**src/rtl/mwc_pkg.sv**
```systemverilog
package mwc_pkg;

    typedef enum logic [1:0] {
        ST_ACTIVE    = 2'd0,
        ST_SLEEP     = 2'd1,
        ST_SLEEP_ANY = 2'd2
    } act_e;

    typedef enum logic [1:0] {
        ARM_PLAIN = 2'd0,
        ARM_EXT   = 2'd1,
        ARM_USER  = 2'd2,
        ARM_NONE  = 2'd3
    } arm_kind_e;

    typedef enum logic [1:0] {
        WT_PLAIN = 2'd0,
        WT_EXT   = 2'd1,
        WT_USER  = 2'd2,
        WT_PAUSE = 2'd3
    } wait_kind_e;

endpackage

```
**src/rtl/mwc_range_match.sv**
```systemverilog
module mwc_range_match #(
    parameter int ADDR_W     = 32,
    parameter int LINE_BYTES = 64,
    parameter int LEN_W      = 8
) (
    input  logic              armed,
    input  logic [ADDR_W-1:0] base,
    input  logic              snp_valid,
    input  logic [ADDR_W-1:0] snp_addr,
    input  logic [LEN_W-1:0]  snp_len,
    output logic              hit
);
    localparam int SUM_W = ADDR_W + 1;
    localparam logic [SUM_W-1:0] LINE_M1 = SUM_W'(LINE_BYTES - 1);

    logic [SUM_W-1:0] lo;
    logic [SUM_W-1:0] lim;
    logic [SUM_W-1:0] st;
    logic [SUM_W-1:0] en;
    logic             above;
    logic             below;

    always_comb begin
        lo    = {1'b0, base};
        lim   = lo + LINE_M1;
        st    = {1'b0, snp_addr};
        en    = st + {{(SUM_W-LEN_W){1'b0}}, snp_len};
        // Start at or past the last byte, or end at or before the line start
        above = (st >= lim);
        below = (en <= lo);
        hit   = armed & snp_valid & ~(above | below);
    end
endmodule

```
**src/rtl/mwc_arm_track.sv**
```systemverilog
module mwc_arm_track
    import mwc_pkg::*;
#(
    parameter int ADDR_W = 32,
    parameter int OPND_W = 32
) (
    input  logic              clk,
    input  logic              rst_n,
    input  logic              req,
    input  logic [1:0]        kind_in,
    input  logic [ADDR_W-1:0] addr_in,
    input  logic [OPND_W-1:0] opnd_in,
    input  logic              wb_in,
    input  logic              clear,
    output logic              opnd_fault,
    output arm_kind_e         held_kind,
    output logic [ADDR_W-1:0] held_addr
);
    arm_kind_e         kind_q;
    logic [ADDR_W-1:0] addr_q;
    arm_kind_e         req_kind;
    logic              checks_opnd;
    logic              accept;

    always_comb begin
        req_kind    = arm_kind_e'(kind_in);
        checks_opnd = (req_kind == ARM_PLAIN) || (req_kind == ARM_EXT);
        opnd_fault  = req & checks_opnd & (|opnd_in);
        accept      = req & (req_kind != ARM_NONE) & ~opnd_fault & wb_in;
    end

    always_ff @(posedge clk) begin
        if (!rst_n) begin
            kind_q <= ARM_NONE;
            addr_q <= '0;
        end else if (accept) begin
            kind_q <= req_kind;
            addr_q <= addr_in;
        end else if (clear) begin
            kind_q <= ARM_NONE;
        end
    end

    assign held_kind = kind_q;
    assign held_addr = addr_q;
endmodule

```
**src/rtl/mwc_wait_decode.sv**
```systemverilog
module mwc_wait_decode
    import mwc_pkg::*;
#(
    parameter int OPND_W = 32
) (
    input  logic [1:0]        kind_in,
    input  logic [OPND_W-1:0] hint,
    input  arm_kind_e         held_kind,
    output logic              hint_fault,
    output logic              arm_match,
    output logic              clr_user,
    output act_e              target
);
    wait_kind_e wk;

    always_comb begin
        wk         = wait_kind_e'(kind_in);
        hint_fault = 1'b0;
        arm_match  = 1'b0;
        target     = ST_SLEEP_ANY;
        unique case (wk)
            WT_PLAIN: begin
                hint_fault = |hint[OPND_W-1:1];
                arm_match  = (held_kind == ARM_PLAIN);
                target     = hint[0] ? ST_SLEEP_ANY : ST_SLEEP;
            end
            WT_EXT: begin
                hint_fault = |hint[OPND_W-1:2];
                arm_match  = (held_kind == ARM_EXT);
                target     = hint[0] ? ST_SLEEP_ANY : ST_SLEEP;
            end
            WT_USER: begin
                hint_fault = |hint[OPND_W-1:1];
                arm_match  = (held_kind == ARM_USER);
            end
            WT_PAUSE: begin
                hint_fault = |hint[OPND_W-1:1];
                arm_match  = 1'b1;
            end
        endcase
        clr_user = (wk == WT_PAUSE) & ~hint_fault & (held_kind == ARM_USER);
    end
endmodule

```
**src/rtl/mwait_ctrl.sv**
```systemverilog
module mwait_ctrl
    import mwc_pkg::*;
#(
    parameter int ADDR_W     = 32,
    parameter int LINE_BYTES = 64,
    parameter int LEN_W      = 8,
    parameter int OPND_W     = 32
) (
    input  logic              clk,
    input  logic              rst_n,
    input  logic              arm_valid,
    input  logic [1:0]        arm_kind,
    input  logic [ADDR_W-1:0] arm_addr,
    input  logic [OPND_W-1:0] arm_opnd,
    input  logic              arm_wb,
    input  logic              wait_valid,
    input  logic [1:0]        wait_kind,
    input  logic [OPND_W-1:0] wait_hint,
    input  logic              snoop_valid,
    input  logic [ADDR_W-1:0] snoop_addr,
    input  logic [LEN_W-1:0]  snoop_len,
    input  logic              irq,
    input  logic              irq_masked,
    output logic [1:0]        act_state,
    output logic              fault,
    output logic              timer_cancel
);
    act_e              st_q;
    act_e              st_d;
    logic              awake;
    logic              arm_req;
    logic              wait_req;
    logic              hit;
    logic              wake_irq;
    logic              arm_clear;
    logic              opnd_fault;
    logic              hint_fault;
    logic              arm_match;
    logic              clr_user;
    act_e              target;
    arm_kind_e         held_kind;
    logic [ADDR_W-1:0] held_addr;
    logic              fault_q;
    logic              cancel_q;

    // Requests are only taken while the core runs
    assign awake    = (st_q == ST_ACTIVE);
    assign arm_req  = arm_valid & awake;
    assign wait_req = wait_valid & awake;

    mwc_arm_track #(
        .ADDR_W (ADDR_W),
        .OPND_W (OPND_W)
    ) u_arm (
        .clk        (clk),
        .rst_n      (rst_n),
        .req        (arm_req),
        .kind_in    (arm_kind),
        .addr_in    (arm_addr),
        .opnd_in    (arm_opnd),
        .wb_in      (arm_wb),
        .clear      (arm_clear),
        .opnd_fault (opnd_fault),
        .held_kind  (held_kind),
        .held_addr  (held_addr)
    );

    mwc_range_match #(
        .ADDR_W     (ADDR_W),
        .LINE_BYTES (LINE_BYTES),
        .LEN_W      (LEN_W)
    ) u_match (
        .armed     (held_kind != ARM_NONE),
        .base      (held_addr),
        .snp_valid (snoop_valid),
        .snp_addr  (snoop_addr),
        .snp_len   (snoop_len),
        .hit       (hit)
    );

    mwc_wait_decode #(
        .OPND_W (OPND_W)
    ) u_dec (
        .kind_in    (wait_kind),
        .hint       (wait_hint),
        .held_kind  (held_kind),
        .hint_fault (hint_fault),
        .arm_match  (arm_match),
        .clr_user   (clr_user),
        .target     (target)
    );

    always_comb begin
        wake_irq  = ((st_q == ST_SLEEP) & irq & ~irq_masked) |
                    ((st_q == ST_SLEEP_ANY) & irq);
        arm_clear = hit | wake_irq | (wait_req & clr_user);
    end

    // Next-state logic: ENTER_SLEEP / ENTER_SLEEP_ANYIRQ / WAKE_HIT / WAKE_IRQ
    always_comb begin
        st_d = st_q;
        unique case (st_q)
            ST_ACTIVE: begin
                if (wait_req && !hint_fault && arm_match && !hit)
                    st_d = target;
            end
            ST_SLEEP, ST_SLEEP_ANY: begin
                if (hit || wake_irq)
                    st_d = ST_ACTIVE;
            end
            default: st_d = ST_ACTIVE;
        endcase
    end

    // State register
    always_ff @(posedge clk) begin
        if (!rst_n)
            st_q <= ST_ACTIVE;
        else
            st_q <= st_d;
    end

    // Output register
    always_ff @(posedge clk) begin
        if (!rst_n) begin
            fault_q  <= 1'b0;
            cancel_q <= 1'b0;
        end else begin
            fault_q  <= opnd_fault | (wait_req & hint_fault);
            cancel_q <= hit;
        end
    end

    assign act_state    = st_q;
    assign fault        = fault_q;
    assign timer_cancel = cancel_q;
endmodule

```
**config.mk**
```make
export PLATFORM = sky130hd
export DESIGN_NAME = mwait_ctrl
export DESIGN_NICKNAME = d
export VERILOG_FILES = /design/src/rtl/mwc_pkg.sv /design/src/rtl/mwc_range_match.sv /design/src/rtl/mwc_arm_track.sv /design/src/rtl/mwc_wait_decode.sv /design/src/rtl/mwait_ctrl.sv
export SDC_FILE = /design/constraint.sdc
export NUM_CORES = 1
export LEC_CHECK = 0
export BUFFER_PORTS_ARGS = -buffer_cell sky130_fd_sc_hd__buf_2
export CAP_MARGIN = 20
export CORE_MARGIN = 2
export CORE_UTILIZATION = 47
export CTS_CLUSTER_SIZE = 25
export DETAILED_ROUTE_END_ITERATION = 10
export GPL_ROUTABILITY_DRIVEN = 0
export PLACE_DENSITY = 0.75
export REMOVE_ABC_BUFFERS = 1
export SETUP_SLACK_MARGIN = 0.4
export SLEW_MARGIN = 20
export SYNTH_ARGS = -nofsm -noshare
export SYNTH_HDL_FRONTEND = slang
export SYNTH_SLANG_ARGS = --single-unit
```
**constraint.sdc**
```tcl
create_clock -name clk -period 4.5 [get_ports clk]
set_clock_uncertainty 0.2 [all_clocks]
set_input_delay 0.9 -clock clk [delete_from_list [all_inputs] [get_ports clk]]
set_output_delay 0.9 -clock clk [all_outputs]
set_load 0.005 [all_outputs]
```
* Word-level counts from Yosys, hierarchy flattened
Cells that the tools add are included.
** Operators by class
- Magnitude comparators :: 2
- Shifts and indexed selects :: 0
- Add/subtract/negate cells :: 2
- Div/mod/pow operators :: 0
- Mux-type cells :: 9
- Reduce and logical (&&, ||, !) cells :: 19
- Equal/unequal tests :: 12
- Multiply operators :: 0
- Bitwise gates (word level) :: 25
** Operators with widths (count)
- adder 32 x 6 -> 33 bit (second input constant) :: 1
- adder 32 x 8 -> 33 bit :: 1
- greater-or-equal comparator 32 x 33 -> 1 bit :: 1
- <= comparator 33 x 32 -> 1 bit :: 1
- OR reduction 32 bit :: 1
- OR reduction 31 bit :: 1
- OR reduction 30 bit :: 1
- AND 1 bit :: 16
- two-way mux 2 bit :: 6
- equality test 2 x 1 -> 1 bit (second input constant) :: 4
- equality test 2 bit (second input constant) :: 4
- logical NOT 2 bit :: 4
- inequality test 2 bit (second input constant) :: 3
- OR 1 bit :: 5
- inverter 1 bit :: 4
- one-hot mux 1 bit (4 select lines) :: 1
- one-hot mux 2 bit (2 select lines) :: 1
- OR reduction 2 bit :: 2
- logical AND 1 bit :: 3
- OR reduction 3 bit :: 1
- logical NOT 1 bit :: 2
- logical OR 1 bit :: 2
- inequality test 2 x 1 -> 1 bit (second input constant) :: 1
- one-hot mux 1 bit (2 select lines) :: 1
- 2 further kinds :: 2
** Storage, ports and cells
- Memory bits (read-only) :: 0
- Bits in writable memories :: 0
- Logic and storage cells :: 74
- Input bits :: 148
- Latch bits :: 0
- Register bits after elaboration :: 38
- Memories :: 0
- Output and inout port bits :: 4

* Logic depth before layout (Yosys ltp)
- Word-level depth :: 10
- Depth in mapped cells :: 20
- Gate-level depth less buffers :: 19

* Hierarchy
A second synthesis with hierarchy kept.
** Second synthesis, totals
- Cells, all modules :: 598
- Area, all modules :: 4704.5 um^2
** By module, submodules not included
- mwc_range_match :: sequential area each 0.0 um^2, area an instance 2841.5 um^2, cells an instance 389, instances 1
- mwc_arm_track :: sequential area each 680.7 um^2, area an instance 1472.7 um^2, cells an instance 162, instances 1
- mwait_ctrl :: sequential area each 80.1 um^2, area an instance 245.2 um^2, cells an instance 26, instances 1
- mwc_wait_decode :: sequential area each 0.0 um^2, area an instance 145.1 um^2, cells an instance 21, instances 1

* Worst setup path before layout
Ideal clock, no wire load.
- Path kind :: input -> register
- From :: input snoop_addr[0]
- To :: register st_q[0], in the netlist act_state[0]
- Slack :: -331 ps
- Path buffers :: 1
- Setup time :: 124 ps
- Arrival time :: 4507 ps
- Required time :: 4176 ps
- Stages on the path :: 20
- Path through :: ha_1 -> inv_1 -> fa_1 -> nand2b_1 -> a21oi_1 -> o41ai_1 -> and2_1 -> clkbuf_1 -> nor3_1 -> nand3_1 -> xnor2_1 -> ha_1 -> nand4_1 -> nor4_1 -> nor3b_1 -> nand4_1 -> nand4_1 -> a32o_2 -> and2_4 -> o211ai_2
** On the way
- Word-level cells in the longest chain between the ends :: 9
- Elaborated cells on any way between the ends :: 12
- Classes of those cells :: add/sub (1); order compare (2); eq/ne (2); bitwise (3); reduce/logical (4)
** Ends and longest elaborated chain
- start, declared :: RTL line mwait_ctrl.sv:20 : input logic [ADDR_W-1:0] snoop_addr,
- adder 32 x 8 -> 33 bit :: RTL line mwc_range_match.sv:27 : en = st + {{(SUM_W-LEN_W){1'b0}}, snp_len};
- <= comparator 33 x 32 -> 1 bit :: RTL line mwc_range_match.sv:30 : below = (en <= lo);
- OR 1 bit (*) :: RTL line mwc_range_match.sv:31 : hit = armed & snp_valid & ~(above | below);
- inverter 1 bit (*) :: RTL line mwc_range_match.sv:31
- AND 1 bit (*) :: RTL line mwc_range_match.sv:31
- logical NOT 1 bit :: RTL line mwait_ctrl.sv:104 : if (wait_req && !hint_fault && arm_match && !hit)
- logical AND 1 bit :: RTL line mwait_ctrl.sv:104
- inequality test 2 x 1 -> 1 bit (no line)
- AND reduction 2 bit (no line) (*)
- end signal, assigned :: RTL line mwait_ctrl.sv:120 : st_q <= st_d;
- end, declared :: RTL line mwait_ctrl.sv:28 : act_e st_q;
Mark *: on every way between the ends. The rest lies on a longest branch, timed or not.
A chain may end at the register's enable or synchronous reset.

* Worst setup path after layout
- From :: input snoop_len[1]
- To :: register st_q[0], in the netlist act_state[0]
** On the way
- Word-level cells in the longest chain between the ends :: 9
- Elaborated cells on any way between the ends :: 11
- Classes of those cells :: add/sub (1); order compare (1); eq/ne (2); bitwise (3); reduce/logical (4)
** Ends and longest elaborated chain
- start, declared :: RTL line mwait_ctrl.sv:21 : input logic [LEN_W-1:0] snoop_len,
- adder 32 x 8 -> 33 bit (*) :: RTL line mwc_range_match.sv:27
- <= comparator 33 x 32 -> 1 bit (*) :: RTL line mwc_range_match.sv:30
- OR 1 bit (*) :: RTL line mwc_range_match.sv:31
- inverter 1 bit (*) :: RTL line mwc_range_match.sv:31
- AND 1 bit (*) :: RTL line mwc_range_match.sv:31
- logical NOT 1 bit :: RTL line mwait_ctrl.sv:104
- logical AND 1 bit :: RTL line mwait_ctrl.sv:104
- inequality test 2 x 1 -> 1 bit (no line)
- AND reduction 2 bit (no line) (*)
Marks and branches as above.

==> flow_metrics.tcl <==
set metrics [dict create \
    status "finished clean" \
    setup_tns_ps 0 \
    path_max_fanout 8 \
    cts_tree "yes" \
    gr-total-overflow 0 \
    fmax_mhz 230 \
    drive_gt1_share_pct 35.1 \
    antenna_found_initial 0 \
    hp-class "flip-flop to flip-flop" \
    avgViaCountPerCell 5.48 \
    ys_top_cells_by_area "ha_1 21%, dfxtp_1 17%, xnor2_1 8.7%, mux2i_1 7.1%, nor2_1 4.6%" \
    die_h_um 102 \
    leakagePower_nw 2.96 \
    synth_area_leader_cell "ha_1" \
    hold_viol 0 \
    syn_avg_cell_area_um2 8.04 \
    worstSetupStartpointType "input port" \
    max_slew_margin_pct 60.3 \
    htree_levels 2 \
    grtUsageTotal_pct 26.5 \
    port_buffers 151 \
    grt_pass1_wl_um 22100 \
    fin_crit_ps 4350 \
    ys_warn_count 0 \
    synth_xor_area_share_pct 11.6 \
    worstPathArrival_ps 4350 \
    power_mw 1.13 \
    cp.required_ps 4500 \
    dr.pass1.iters 4 \
    clock_latency_ps 300 \
    ant_nets 0 \
    yosysUniqueCellTypes 58 \
    grt_pass1_vias 5007 \
    num_vias 4910 \
    remaining_drc_errors 0 \
    nNetsFinal 991 \
    dp_hpwl_um 11800 \
    synth_fa_ha_area_share_pct 21.4 \
    synthCells 564 \
    wire_per_inst_um 15.8 \
    synth_top_cell_area_share_pct 21.0 \
    slew_viol_final 0 \
    rsz0062_at_grt "yes" \
    synth_edf_count 0 \
    mostFrequentLayoutCells "148 x buf_2, 73 x ha_1, 55 x nor2_1" \
    coreArea_mm2 0.00928 \
    cts.path.max_buffers 2 \
    cts_root_buf "clkbuf_8" \
    diodes 0 \
    die_w_um 102 \
    ios 152 \
    power_density_mw_per_mm2 182 \
    cts_buffers 5 \
    worstRegToRegCells 17 \
    ys_seq_area_share_pct 16.8 \
    setup_viol 0 \
    areaGrowthSynthToFinish_pct 36.8 \
    ir_drop_mv 0.126 \
    cp-end-kind "flip-flop" \
    wl_um 14200 \
    critPathKind "input port to flip-flop" \
    synth_compound_area_share_pct 11.5 \
    synth_top_family_by_area "simple AND/OR/NAND/NOR gates" \
    start_util_pct 48.9 \
    ys_ff_latch 38 \
    synth_async_sr_flop_share_pct 0 \
    hold_depth 2 \
    synth_flop_cell "dfxtp_1" \
    synth_mux_area_share_pct 7.06 \
    clkTransAtPathRegs_ps 90 \
    final_common_cell "buf_2" \
    period_share_pct 96.6 \
    clock-sinks 38 \
    grt_max_degree 22 \
    tightest_slew_ps 590 \
    die_area_mm2 0.0105 \
    syn-cell-area_mm2 0.00454 \
    drtIter0Drc 157 \
    rows 35 \
    max_cap_violations 0 \
    yosys.area_share.simple_pct 26.9 \
]
==> cells in the mapped netlist (all sizes together) (2+ instances only) <==
cell and number:
a21o 7, nor3b 8, buf 3, xnor2 45
xor2 15, clkbuf 6, o21ai 11, ha 76
o211ai 2, nor2b 4, and2 5, nor4 18
inv 47, a21oi 35, and3 9, nand2 34
o21a 2, nor2 56, a211oi 4, o21bai 2
a41oi 2, a221oi 2, nand2b 6, nand4 24
nor3 11, nand3 35, dfxtp 38, and4 8
or3 2, mux2i 32
==> report_power, final <==
| group | internal, mW | switching (mW) |
|---|---|---|
| logic | 0.231 | 0.231 |
| registers | 0.349 | 0.0147 |
| clock network | 0.165 | 0.139 |
| total | 0.745 | 0.385 |
==> critical path: stages <==
cell	delay, ps
buf_2	120
ha_4	260
a21o_1	120
a21oi_2	50
o21bai_1	190
a21oi_2	90
o21bai_2	210
a41oi_2	130
buf_6	170
nor3b_4	200
xor2_1	190
ha_1	260
nand4_1	150
nor4_4	50
a221o_1	310
a211o_2	280
nand3_2	70
a32o_2	290
and2_4	190
o211ai_2	80
==> layout make-up <==
type,count,area [um^2]
repair buffers,204,1190
fillers,793,3080
clock inverters,3,45.0
flip-flops and latches,38,761
inverters,48,180
clock buffers,5,68.8
well taps,129,161
multi-input cells,469,3800
==> kinds of logic (layout without fill, tap and decap cells) <==
kind of cell	after synthesis	after routing
buffers and inverters	57	260
and+or+nand+nor	223	223
AOI/OAI and AO/OA	77	77
adders and majority gates	77	77
muxes	32	32
xor gates and xnor gates	60	60
DFF	38	38
==> per-layer routing <==
metal | GRT usage, % | vias to the layer above | wire [um]
li1 | - | 2439 | -
met1 | 28.6 | 2262 | 5560
met2 | 52.4 | 184 | 7470
met3 | 4.58 | 25 | 880
met4 | 7.59 | 0 | 284
met5 | 0 | - | 0
==> path summary, 6_finish.rpt <==
path / startpoint / endpoint / slack (ps)
setup reg to reg: u_arm.held_addr[2]$_SDFFE_PN0P_ / act_state[0]$_SDFFE_PN0P_ / 210
hold / removal: u_arm.held_addr[29]$_SDFFE_PN0P_ / u_arm.held_addr[29]$_SDFFE_PN0P_ / 320
setup / recovery: snoop_len[1] / act_state[0]$_SDFFE_PN0P_ / 150
hold reg to reg: u_arm.held_addr[29]$_SDFFE_PN0P_ / u_arm.held_addr[29]$_SDFFE_PN0P_ / 320
==> timing repair <==
action	CTS	global route
hold buffers	0	0
resized for setup	41	13
setup endpoints to repair	5	5
buffers inserted	8	2
pin swaps	27	7
cloned	0	0
==> sequential cells by signal (all words and copies together), names as in the netlist <==
| signal | cells |
|---|---|
| u_arm.held_addr | 32 |
| act_state | 2 |
| u_arm.held_kind | 2 |
| fault | 1 |
| timer_cancel | 1 |
==> through the flow <==
| stage | util (%) | worst slack (ps) | instances | area [um^2] | hold slack (ps) |
|---|---|---|---|---|---|
| after CTS | 66.0 | 193 | 894 | 6130 | 323 |
| after detailed placement | 61.9 | -635 | 878 | 5740 | 304 |
| after floorplan | - | -252 | 555 | 4500 | 263 |
| after global routing | 66.8 | -20.2 | 896 | 6200 | 361 |
| final | 66.8 | 152 | 896 | 6200 | 318 |
| after global placement | 61.9 | -408 | 878 | 5740 | 282 |
No activity file was read; power rests on OpenSTA's default activity.
